==> src/rtl/mck_pkg.sv <==
package mck_pkg;
  localparam int REG_W   = 32;
  localparam int SRC_W   = 2;
  localparam int PRE_W   = 3;
  localparam int MD_W    = 3;
  localparam int SRC_LSB = 0;
  localparam int PRE_LSB = 4;
  localparam int MD_LSB  = 8;
  localparam int NSRC    = 1 << SRC_W;
  localparam logic [REG_W-1:0] RST_WORD = 32'h0000_0001;

  typedef struct packed {
    logic [MD_W-1:0]  md;
    logic [PRE_W-1:0] pre;
    logic [SRC_W-1:0] src;
  } cfg_t;

  function automatic cfg_t word_to_cfg(input logic [REG_W-1:0] w);
    cfg_t c;
    c.src = w[SRC_LSB +: SRC_W];
    c.pre = w[PRE_LSB +: PRE_W];
    c.md  = w[MD_LSB  +: MD_W];
    return c;
  endfunction

  function automatic logic [REG_W-1:0] cfg_to_word(input cfg_t c);
    logic [REG_W-1:0] w;
    w = '0;
    w[SRC_LSB +: SRC_W] = c.src;
    w[PRE_LSB +: PRE_W] = c.pre;
    w[MD_LSB  +: MD_W]  = c.md;
    return w;
  endfunction

  // processor prescaler ratio: powers of two, with the all-ones code meaning 3
  function automatic int unsigned pre_ratio(input logic [PRE_W-1:0] code);
    if (code == {PRE_W{1'b1}}) return 3;
    return 32'd1 << code;
  endfunction
endpackage

==> src/rtl/mck_cfg_reg.sv <==
module mck_cfg_reg
  import mck_pkg::*;
(
  input  logic             clk,
  input  logic             rst_n,
  input  logic             wr_en,
  input  logic [REG_W-1:0] wr_data,
  input  logic             wr_prot,
  output cfg_t             cfg,
  output logic             restart,
  output logic             err,
  output logic [REG_W-1:0] rd_data
);
  cfg_t       nxt;
  logic [2:0] diff;
  logic       accept;

  always_comb begin
    nxt     = word_to_cfg(wr_data);
    diff[0] = (nxt.src != cfg.src);
    diff[1] = (nxt.pre != cfg.pre);
    diff[2] = (nxt.md  != cfg.md);
    accept  = wr_en && !wr_prot && ($countones(diff) <= 1);
    restart = accept && (diff != 3'b000);
  end

  always_ff @(posedge clk or negedge rst_n) begin
    if (!rst_n) begin
      cfg <= word_to_cfg(RST_WORD);
      err <= 1'b0;
    end else if (accept) begin
      cfg <= nxt;
      err <= 1'b0;
    end else if (wr_en && !wr_prot) begin
      err <= 1'b1;
    end
  end

  assign rd_data = cfg_to_word(cfg);
endmodule

==> src/rtl/mck_prescale.sv <==
module mck_prescale
  import mck_pkg::*;
#(
  parameter int CW = 6
) (
  input  logic             clk,
  input  logic             rst_n,
  input  logic [NSRC-1:0]  src_tick,
  input  logic [SRC_W-1:0] sel,
  input  logic [PRE_W-1:0] code,
  input  logic             clr,
  output logic             pre_tick
);
  logic          tick;
  logic [CW-1:0] cnt;
  logic [CW-1:0] limit;

  always_comb begin
    tick     = src_tick[sel];
    limit    = CW'(pre_ratio(code) - 1);
    pre_tick = tick && (cnt == limit);
  end

  always_ff @(posedge clk or negedge rst_n) begin
    if (!rst_n)       cnt <= '0;
    else if (clr)     cnt <= '0;
    else if (tick)    cnt <= (cnt == limit) ? '0 : cnt + 1'b1;
  end
endmodule

==> src/rtl/mck_mdiv.sv <==
module mck_mdiv
  import mck_pkg::*;
#(
  parameter int CW = 2
) (
  input  logic            clk,
  input  logic            rst_n,
  input  logic            pre_tick,
  input  logic [MD_W-1:0] code,
  input  logic            clr,
  output logic            mck_tick,
  output logic            dbl_tick
);
  logic [CW-1:0] cnt;
  logic [CW-1:0] limit;

  always_comb begin
    case (code)
      MD_W'(1): begin limit = CW'(1); dbl_tick = pre_tick; end
      MD_W'(2): begin limit = CW'(3); dbl_tick = pre_tick && cnt[0]; end
      MD_W'(3): begin limit = CW'(2); dbl_tick = pre_tick && (cnt != '0); end
      default:  begin limit = '0;     dbl_tick = pre_tick; end
    endcase
    mck_tick = pre_tick && (cnt == limit);
  end

  always_ff @(posedge clk or negedge rst_n) begin
    if (!rst_n)        cnt <= '0;
    else if (clr)      cnt <= '0;
    else if (pre_tick) cnt <= (cnt == limit) ? '0 : cnt + 1'b1;
  end
endmodule

==> src/rtl/mck_settle.sv <==
module mck_settle #(
  parameter int NPER = 2,
  localparam int CW  = (NPER > 1) ? $clog2(NPER) : 1
) (
  input  logic clk,
  input  logic rst_n,
  input  logic restart,
  input  logic mck_tick,
  output logic ready
);
  logic [CW-1:0] cnt;

  always_ff @(posedge clk or negedge rst_n) begin
    if (!rst_n) begin
      ready <= 1'b1;
      cnt   <= '0;
    end else if (restart) begin
      ready <= 1'b0;
      cnt   <= '0;
    end else if (!ready && mck_tick) begin
      if (cnt == CW'(NPER - 1)) begin
        ready <= 1'b1;
        cnt   <= '0;
      end else begin
        cnt <= cnt + 1'b1;
      end
    end
  end
endmodule

==> src/rtl/mck_divctl.sv <==
module mck_divctl
  import mck_pkg::*;
#(
  parameter int PRE_CW = 6,
  parameter int MD_CW  = 2,
  parameter int NPER   = 2
) (
  input  logic             clk,
  input  logic             rst_n,
  input  logic             wr_en,
  input  logic [REG_W-1:0] wr_data,
  input  logic             wr_prot,
  output logic [REG_W-1:0] rd_data,
  input  logic [NSRC-1:0]  src_tick,
  output logic             cpu_tick,
  output logic             mck_tick,
  output logic             mck2x_tick,
  output logic             ready,
  output logic             cfg_err
);
  cfg_t cfg;
  logic restart;

  mck_cfg_reg u_reg (
    .clk(clk), .rst_n(rst_n), .wr_en(wr_en), .wr_data(wr_data),
    .wr_prot(wr_prot), .cfg(cfg), .restart(restart), .err(cfg_err),
    .rd_data(rd_data)
  );

  mck_prescale #(.CW(PRE_CW)) u_pre (
    .clk(clk), .rst_n(rst_n), .src_tick(src_tick), .sel(cfg.src),
    .code(cfg.pre), .clr(restart), .pre_tick(cpu_tick)
  );

  mck_mdiv #(.CW(MD_CW)) u_mdiv (
    .clk(clk), .rst_n(rst_n), .pre_tick(cpu_tick), .code(cfg.md),
    .clr(restart), .mck_tick(mck_tick), .dbl_tick(mck2x_tick)
  );

  mck_settle #(.NPER(NPER)) u_settle (
    .clk(clk), .rst_n(rst_n), .restart(restart), .mck_tick(mck_tick),
    .ready(ready)
  );
endmodule

==> config.mk <==
export PLATFORM = sky130hd
export DESIGN_NAME = mck_divctl
export DESIGN_NICKNAME = d
export VERILOG_FILES = /design/src/rtl/mck_pkg.sv /design/src/rtl/mck_cfg_reg.sv /design/src/rtl/mck_prescale.sv /design/src/rtl/mck_mdiv.sv /design/src/rtl/mck_settle.sv /design/src/rtl/mck_divctl.sv
export SDC_FILE = /design/constraint.sdc
export NUM_CORES = 1
export LEC_CHECK = 0
export BUFFER_PORTS_ARGS = -buffer_cell sky130_fd_sc_hd__buf_2
export CAP_MARGIN = 10
export CORE_MARGIN = 2
export CORE_UTILIZATION = 48
export CTS_CLUSTER_SIZE = 24
export DETAILED_ROUTE_END_ITERATION = 6
export HOLD_SLACK_MARGIN = 0.06
export PLACE_DENSITY = 0.89
export RECOVER_POWER = 25
export REMOVE_ABC_BUFFERS = 1
export SETUP_SLACK_MARGIN = 0.3
export SLEW_MARGIN = 0
export SYNTH_ARGS = -nofsm -noshare
export SYNTH_HDL_FRONTEND = slang
export SYNTH_SLANG_ARGS = --single-unit
export TNS_END_PERCENT = 50
==> constraint.sdc <==
create_clock -name clk -period 7.3 [get_ports clk]
set_input_delay 1.46 -clock clk [delete_from_list [all_inputs] [get_ports clk]]
set_output_delay 1.46 -clock clk [all_outputs]
set_load 0.01 [all_outputs]
==> results of run 1 <==
sequential cells by signal, indices dropped and copies added, names as in the netlist:
name            flops
u_reg.cfg           8
u_pre.cnt           6
u_mdiv.cnt          2
u_reg.err           1
u_settle.cnt        1
u_settle.ready      1
area by class of cell:
cell class | count | area share
Multi-Input combinational cell | 116 | 0.5241
Sequential cell | 19 | 0.3173
Timing Repair Buffer | 28 | 0.09219
Tap cell | 31 | 0.02575
Inverter | 9 | 0.02243
Clock buffer | 3 | 0.01495
Clock inverter | 1 | 0.003322
placed cells by master, fill, tap and decap left out, types with 2 or more instances in the layout:
| cell | instances |
|---|---|
| buf_2 | 27 |
| conb_1 | 24 |
| dfrtp_1 | 17 |
| xnor2_1 | 12 |
| inv_1 | 9 |
| nor2_1 | 9 |
| mux2_2 | 9 |
| nand3_1 | 8 |
| xor2_1 | 7 |
| nand2_1 | 5 |
| ha_1 | 5 |
| o21ai_0 | 4 |
| clkbuf_4 | 3 |
| and2_1 | 2 |
| nand3b_1 | 2 |
| o21a_1 | 2 |
| o22ai_1 | 2 |
| nand4_1 | 2 |
| nand2b_1 | 2 |
| a31oi_1 | 2 |
| dfstp_2 | 2 |
kinds of logic (layout without fill, tap and decap cells):
logic type	count (synthesis)	after routing	synth area share
flip-flops	19	19	0.3330
other	1	24	0.002613
buffers and inverters	40	41	0.1770
XOR/XNOR	19	19	0.1160
adder cells (fa/ha/maj)	5	5	0.04359
multiplexers	11	11	0.09329
AO/OA/AOI/OAI	19	19	0.09155
AND/OR/NAND/NOR	38	38	0.1430
critical path, stage by stage, from the launching register on:
cell,delay (ns)
dfrtp_1,0.58
and2_1,0.20
a21oi_1,0.10
ha_1,0.27
or4b_1,0.52
o311ai_0,0.14
xnor2_1,0.17
nand4_1,0.36
a31oi_1,0.27
buf_2,0.16
where the power goes:
group	leakage (nW)	switching [mW]	internal (mW)	total (mW)
Clock	0.0177	0.0312	0.0203	0.0516
Sequential	0.233	0.0733	0.150	0.223
Combinational	0.491	0.149	0.161	0.310
cells in the mapped netlist, types with 2 or more instances:
cell / n / area (sq um)
buf_4: 24 / 180.2
dfrtp_1: 17 / 425.4
xnor2_1: 12 / 105.1
inv_1: 9 / 33.78
mux2_2: 9 / 101.4
nor2_1: 9 / 33.78
nand3_1: 8 / 40.04
xor2_1: 7 / 61.31
buf_2: 5 / 25.02
ha_1: 5 / 62.56
nand2_1: 5 / 18.77
o21ai_0: 4 / 20.02
a31oi_1: 2 / 12.51
and2_1: 2 / 12.51
dfstp_2: 2 / 52.55
nand2b_1: 2 / 12.51
nand3b_1: 2 / 15.01
nand4_1: 2 / 12.51
o21a_1: 2 / 15.01
o22ai_1: 2 / 12.51
final timing paths:
path,endpoint,cells past startpoint,slack (ns),from
worst max-delay path,mck2x_tick,9,2.76,u_reg.cfg[4]$_DFFE_PN0P_
worst min-delay path,u_reg.err$_DFFE_PN0P_,2,0.53,u_reg.err$_DFFE_PN0P_
worst max register to register,u_settle.cnt$_DFFE_PN0P_,9,4.12,u_reg.cfg[4]$_DFFE_PN0P_
worst min register to register,u_reg.err$_DFFE_PN0P_,2,0.53,u_reg.err$_DFFE_PN0P_
max in group asynchronous,u_pre.cnt[1]$_DFFE_PN0P_,1,5.41,rst_n
min in group asynchronous,u_pre.cnt[4]$_DFFE_PN0P_,1,1.30,rst_n
stage by stage:
step                      setup slack (ns)    util  cells  hold WS (ns)  cell area (sq um)
after global placement               3.001  0.5277    203        0.5129               1480
after floorplan                      3.327       -    144        0.5137               1301
after detailed placement             2.993  0.5277    203        0.5260               1480
final                                2.761  0.5370    207        0.5349               1506
after CTS                            2.720  0.5375    207        0.5414               1508
after global routing                 2.419  0.5370    207        0.5756               1506
per-layer routing:
| layer | GRT usage | share of wire | vias to the layer above |
|---|---|---|---|
| li1 | - | - | 519 |
| met1 | 0.2107 | 0.46 | 498 |
| met2 | 0.2360 | 0.46 | 39 |
| met3 | 0.01758 | 0.071 | 2 |
| met4 | 0.05844 | 0.0084 | 0 |
| met5 | 0 | 0 | - |
==> results.md, run 1 <==
* Vias in the first global route at about 900
* Slew Viols, Final at 0
* Final Hold Vio Count at 0
* Setup crit end kind: primary output
* Sink Count at 19
* Gr ovfl total at 0
* Syn avg cell area at approximately 9.4 sq um
* CP required at between 5 and 6 ns
* Routed vias/inst at roughly 5
* DRC at 4
* Pin count of the biggest net entering global routing at 20
* Cells after Synth at 152
* First-pass GRT wire length at 3953 um
* Die H at between 50 and 60 um
* Pre-antenna DRT Iters at 6
* GPL Wtd Cong at approximately 0.86
* Vias at 1058
* Async set-reset flop share out of synthesis at 1.000
* Slew HR at 0.3430
* Antenna Nets Post-Route at 0
* Max-Cap Viols at 0
* Worst-Margin Slew at roughly 0.99 ns
* Setup TNS at 0 ns
* Post-synth EDFFs at 0
* Synth Register Bits at 19
* Total CTS buffers at 3
* Final net count at 222
* CP Launch Type: flip-flop
* Die ar. at 3443 sq um
* RSZ-0062 raised after global routing: false
* Row cnt at 19
* CP max FO at 13
* Post-DP HPWL at between 1500 and 2000 um
* Hold WC Path Type: flip-flop to flip-flop
* Area Growth Syn to Fin at 4.969%
* Number of antenna violations at the first check in global routing at 0
* Reg area at 478.0 sq um
* Share of cells above drive strength 1 at 0.2443
* Post-synthesis sequential area ratio at 0.3330
* Pwr per Cell Area at 388.2 nW/um^2
* H-tree levels at 1
* Cts hold-fix bufs at 0
* PnR Total Power at about 0.58 mW
* Cell Area, Synth at between 1000 and 1500 sq um
* Multi-input combinational cell area at 789.5 sq um
* Ys Warns at 0
* Post-layout minimum cycle time at 4.539 ns
* Drt wl/cell at roughly 11 um
* Deepest clock path buffer count at 2
* Max Clock Skew at about 0.0085 ns
* Worst-skew pair later-pin latency at just under 0.3 ns
* GRT Util Overall at 0.1495
* P_leak at ~0.74 nW
* WL final at approximately 2400 um
* Clock root buffer: clkbuf_4
* Arrival time at the worst endpoint at 3.08 ns
* Die W at 58.68 um
* CTS clk-pin slew, worst paths at 0.11 ns
* I/O pin cnt at just under 80
* WS Path Type: flip-flop to primary output
* Primary FF master, synth: dfrtp_1
* IO Port Bufs at 28
* Post_cts resized at 0
* Drt initial violations at 29
* Failing checks: design-rule violations
* Outcome: complete, but fails checks
* Antenna cell count at 0
* Fillcell total at about 270
* Core Area at between 2000 and 3000 sq um
* Yosys cell types at 42
* FMAX at roughly 0.22 GHz
* Postcts setup bufs at 0
* Final Cycle Share at 0.6218
* Final setup vio count at 0
* VDD IR max at ~230 uV
* Initial Utilization at 0.5116
* CTS tree: yes
Power figures use the tool's default switching activity.
==> run 2, diff against run 1 <==
--- a/config.mk
+++ b/config.mk
@@ -5,14 +5,15 @@
 export SDC_FILE = /design/constraint.sdc
 export NUM_CORES = 1
 export LEC_CHECK = 0
+export ABC_AREA = 1
 export BUFFER_PORTS_ARGS = -buffer_cell sky130_fd_sc_hd__buf_2
 export CAP_MARGIN = 10
 export CORE_MARGIN = 2
-export CORE_UTILIZATION = 48
+export CORE_UTILIZATION = 47
 export CTS_CLUSTER_SIZE = 24
 export DETAILED_ROUTE_END_ITERATION = 6
 export HOLD_SLACK_MARGIN = 0.06
-export PLACE_DENSITY = 0.89
+export PLACE_DENSITY = 0.85
 export RECOVER_POWER = 25
 export REMOVE_ABC_BUFFERS = 1
 export SETUP_SLACK_MARGIN = 0.3
==> constraint.sdc (replaced) <==
create_clock -name clk -period 4.7 [get_ports clk]
set_input_delay 0.94 -clock clk [delete_from_list [all_inputs] [get_ports clk]]
set_output_delay 0.94 -clock clk [all_outputs]
set_load 0.01 [all_outputs]
==> results.md, run 2 <==
* Outcome: finished clean
* CTS clk-pin slew, worst paths at 0.11 ns (about the same)
* Post-layout minimum cycle time at 3.401 ns
* First-pass GRT wire length at 5244 um (+33%)
* Top-count cell post-synth: nand2_1
* Hold WC Path Type: flip-flop to flip-flop
* Final net count at 292 (+32%)
* Hold_ws at 0.5102 ns (-0.02468 ns)
* Async set-reset flop share out of synthesis at 1.000 (unchanged)
* Vias in the first global route at 1295 (+44%)
* GPL Wtd Cong at 0.8694 (+1.4%)
* Regs by FF count: u_reg.cfg: 8 flops, u_pre.cnt: 6 flops, u_mdiv.cnt: 2 flops
* Most frequent cells in the layout: 49 x nand2_1, 27 x buf_2, 25 x inv_1, 24 x conb_1, 17 x dfrtp_1
* Core Area at 3311 sq um (+18%)
* Deepest clock path buffer count at 2 (unchanged)
* Worst-skew pair later-pin latency at 0.31 ns (+0.02 ns)
* Worst-Margin Slew at 1.044 ns (+0.05854 ns)
* P_leak at 0.8990 nW (+21%)
* Post-synth EDFFs at 0 (unchanged)
* Grt met2 use at 0.2715 (+0.03555)
* I/O pin cnt at 77 (unchanged)
* Largest Register: u_reg.cfg
* WL final at 2930 um (+24%)
* Synth Register Bits at 19 (unchanged)
* Syn avg cell area at 7.376 sq um (-22%)
* Antenna Nets Post-Route at 0 (unchanged)
* CP max FO at 11 (-2)
* WS Path Type: flip-flop to primary output
* VDD IR max at 365.0 uV (+56%)
* Setup TNS at 0 ns (unchanged)
* CTS tree: yes
* Row cnt at 21 (+2)
* Fillcell total at 345 (+29%)
* GR met3 Demand/Resource at 0.03243 (+0.01485)
* CP required at 3.76 ns (-2.08 ns)
* Total CTS buffers at 3 (unchanged)
* CP Launch Type: flip-flop
* Die W at 62.63 um (+6.7%)
* Sink Count at 19 (unchanged)
* Drt initial violations at 44 (+52%)
* Pre-antenna DRT Iters at 4 (-2)
* H-tree levels at 1 (unchanged)
* Post_cts resized at 0 (unchanged)
* Drt wl/cell at 10.03 um (-12%)
* Setup crit end kind: primary output
* Most instantiated cells after synthesis: 49 x nand2_1, 25 x inv_1, 24 x buf_4, 17 x dfrtp_1, 14 x nand3_1
* Final setup vio count at 0 (unchanged)
* Post-synthesis sequential area ratio at 0.2959 (-0.03715)
* Worst Slack Setup Final at 1.299 ns (-1.462 ns)
* Area contributors post-synth: dfrtp_1 26%, nand2_1 11%, buf_4 11%
* Finished Cell Area at 1705 sq um (+13%)
* Ys Warns at 0 (unchanged)
* Die ar. at 3922 sq um (+14%)
* Arrival time at the worst endpoint at 2.46 ns (-0.62 ns)
* Cell Area, Synth at 1615 sq um (+13%)
* Max-Cap Viols at 0 (unchanged)
* Slew Viols, Final at 0 (unchanged)
* Post-DP HPWL at 2314 um (+25%)
* Primary FF master, synth: dfrtp_1
* Share of cells above drive strength 1 at 0.2154 (-0.02887)
* Met1 Usage GRT at 0.2114 (+0.0007544)
* Final Hold Vio Count at 0 (unchanged)
* Final design utilization at 0.5151 (-0.02190)
* Slew HR at 0.3040 (-0.03902)
* Commonest non-fill, non-tap cell in the layout: nand2_1
* GR peak layer: met2
* Area Growth Syn to Fin at 5.577%
* Largest area contributor in the netlist: dfrtp_1
* Number of antenna violations at the first check in global routing at 0 (unchanged)
* Dpl cells at 288 (+42%)
* FMAX at between 0.2 and 0.3 GHz
* PnR Total Power at 1.161 mW (+98%)
* Clock root buffer: clkbuf_4
* Yosys cell types at 32 (-24%)
* IO Port Bufs at 28 (unchanged)
* Cts hold-fix bufs at 0 (unchanged)
* Gr ovfl total at 0 (unchanged)
* DRC at 0 (-4)
* Vias at 1379 (+30%)
* Postcts setup bufs at 0 (unchanged)
* Cells after Synth at 219 (+44%)
* Final Cycle Share at 0.7235
* Post-synth top area share at 0.2634 (-0.03306)
* RSZ-0062 raised after global routing: false
* Routed vias/inst at 4.723 (-7.6%)
* Initial Utilization at 0.4879 (-0.02369)
* Die H at 62.63 um (+6.7%)
* Max FFs per register at 8 (unchanged)
* Max Clock Skew at 0.008167 ns (-0.0003193 ns)
* Pwr per Cell Area at 680.6 nW/um^2 (+75%)
* Antenna cell count at 0 (unchanged)
* Layout Cells excl Fill at 292 (+41%)
* Placed cell areas at 1680 sq um (+14%)
* Place WS at 1.646 ns (-1.347 ns)
* GRT Util Overall at 0.1616 (+0.01208)
* Pin count of the biggest net entering global routing at 20 (unchanged)
run 2: cell types whose count changed after synthesis, sizes merged, moves of 3 or more:
cell,previous run,this run
nand2,5,54
inv,9,32
o21ai,4,14
mux2,9,0
nand3,8,17
nand4,2,11
nor2,9,15
xnor2,12,7
a21oi,1,4
xor2,7,4
run 2: cell families after synthesis:
family / Yosys count / share of synthesized area
flops: 19 / 0.2959
simple gates: 103 / 0.3207
buf+inv: 60 / 0.2115
fa+ha+maj: 5 / 0.03873
other cells: 1 / 0.002322
compound gates: 20 / 0.07127
xor+xnor: 11 / 0.05964
run 2: metal layers:
metal	wire length, um	vias up	share of wire
li1	-	700	-
met1	1321	622	0.45
met2	1412	52	0.48
met3	167	5	0.057
met4	29	0	0.0099
met5	0	-	0
run 2: worst paths after layout:
path / to / slack [ns] / startpoint / depth (start not counted)
max in group asynchronous: u_mdiv.cnt[0]$_DFFE_PN0P_ / 3.29 / rst_n / 1
min: u_reg.err$_DFFE_PN0P_ / 0.51 / u_reg.err$_DFFE_PN0P_ / 2
max reg2reg: u_mdiv.cnt[1]$_DFFE_PN0P_ / 2.53 / u_reg.cfg[4]$_DFFE_PN0P_ / 10
min in group asynchronous: u_reg.cfg[4]$_DFFE_PN0P_ / 0.78 / rst_n / 1
min reg2reg: u_reg.err$_DFFE_PN0P_ / 0.51 / u_reg.err$_DFFE_PN0P_ / 2
max: mck2x_tick / 1.30 / u_reg.cfg[4]$_DFFE_PN0P_ / 10
run 2: power breakdown:
group          total, mW  internal, mW  switching [mW]  leakage [nW]
clock network     0.0859        0.0331          0.0528        0.0150
registers          0.350         0.240           0.110         0.234
logic              0.725         0.273           0.451         0.650
total               1.16         0.546           0.614         0.899
run 2: critical path: stages, from the launching register on:
cell	delay [ns]
dfrtp_1	0.61
nand3_1	0.16
nand2_1	0.11
inv_1	0.04
ha_1	0.29
xor2_1	0.15
nand3_1	0.15
nor2_4	0.16
nand3_4	0.12
a31oi_1	0.18
buf_2	0.16
run 2: area by class of cell:
type	instances	area (sq um)	area share
clock buffers	4	26.28	0.01541
inverters	32	122.6	0.07190
multi-input cells	163	882.1	0.5172
flip-flops and latches	19	478.0	0.2803
well taps	46	57.56	0.03375
repair buffers	28	138.9	0.08144
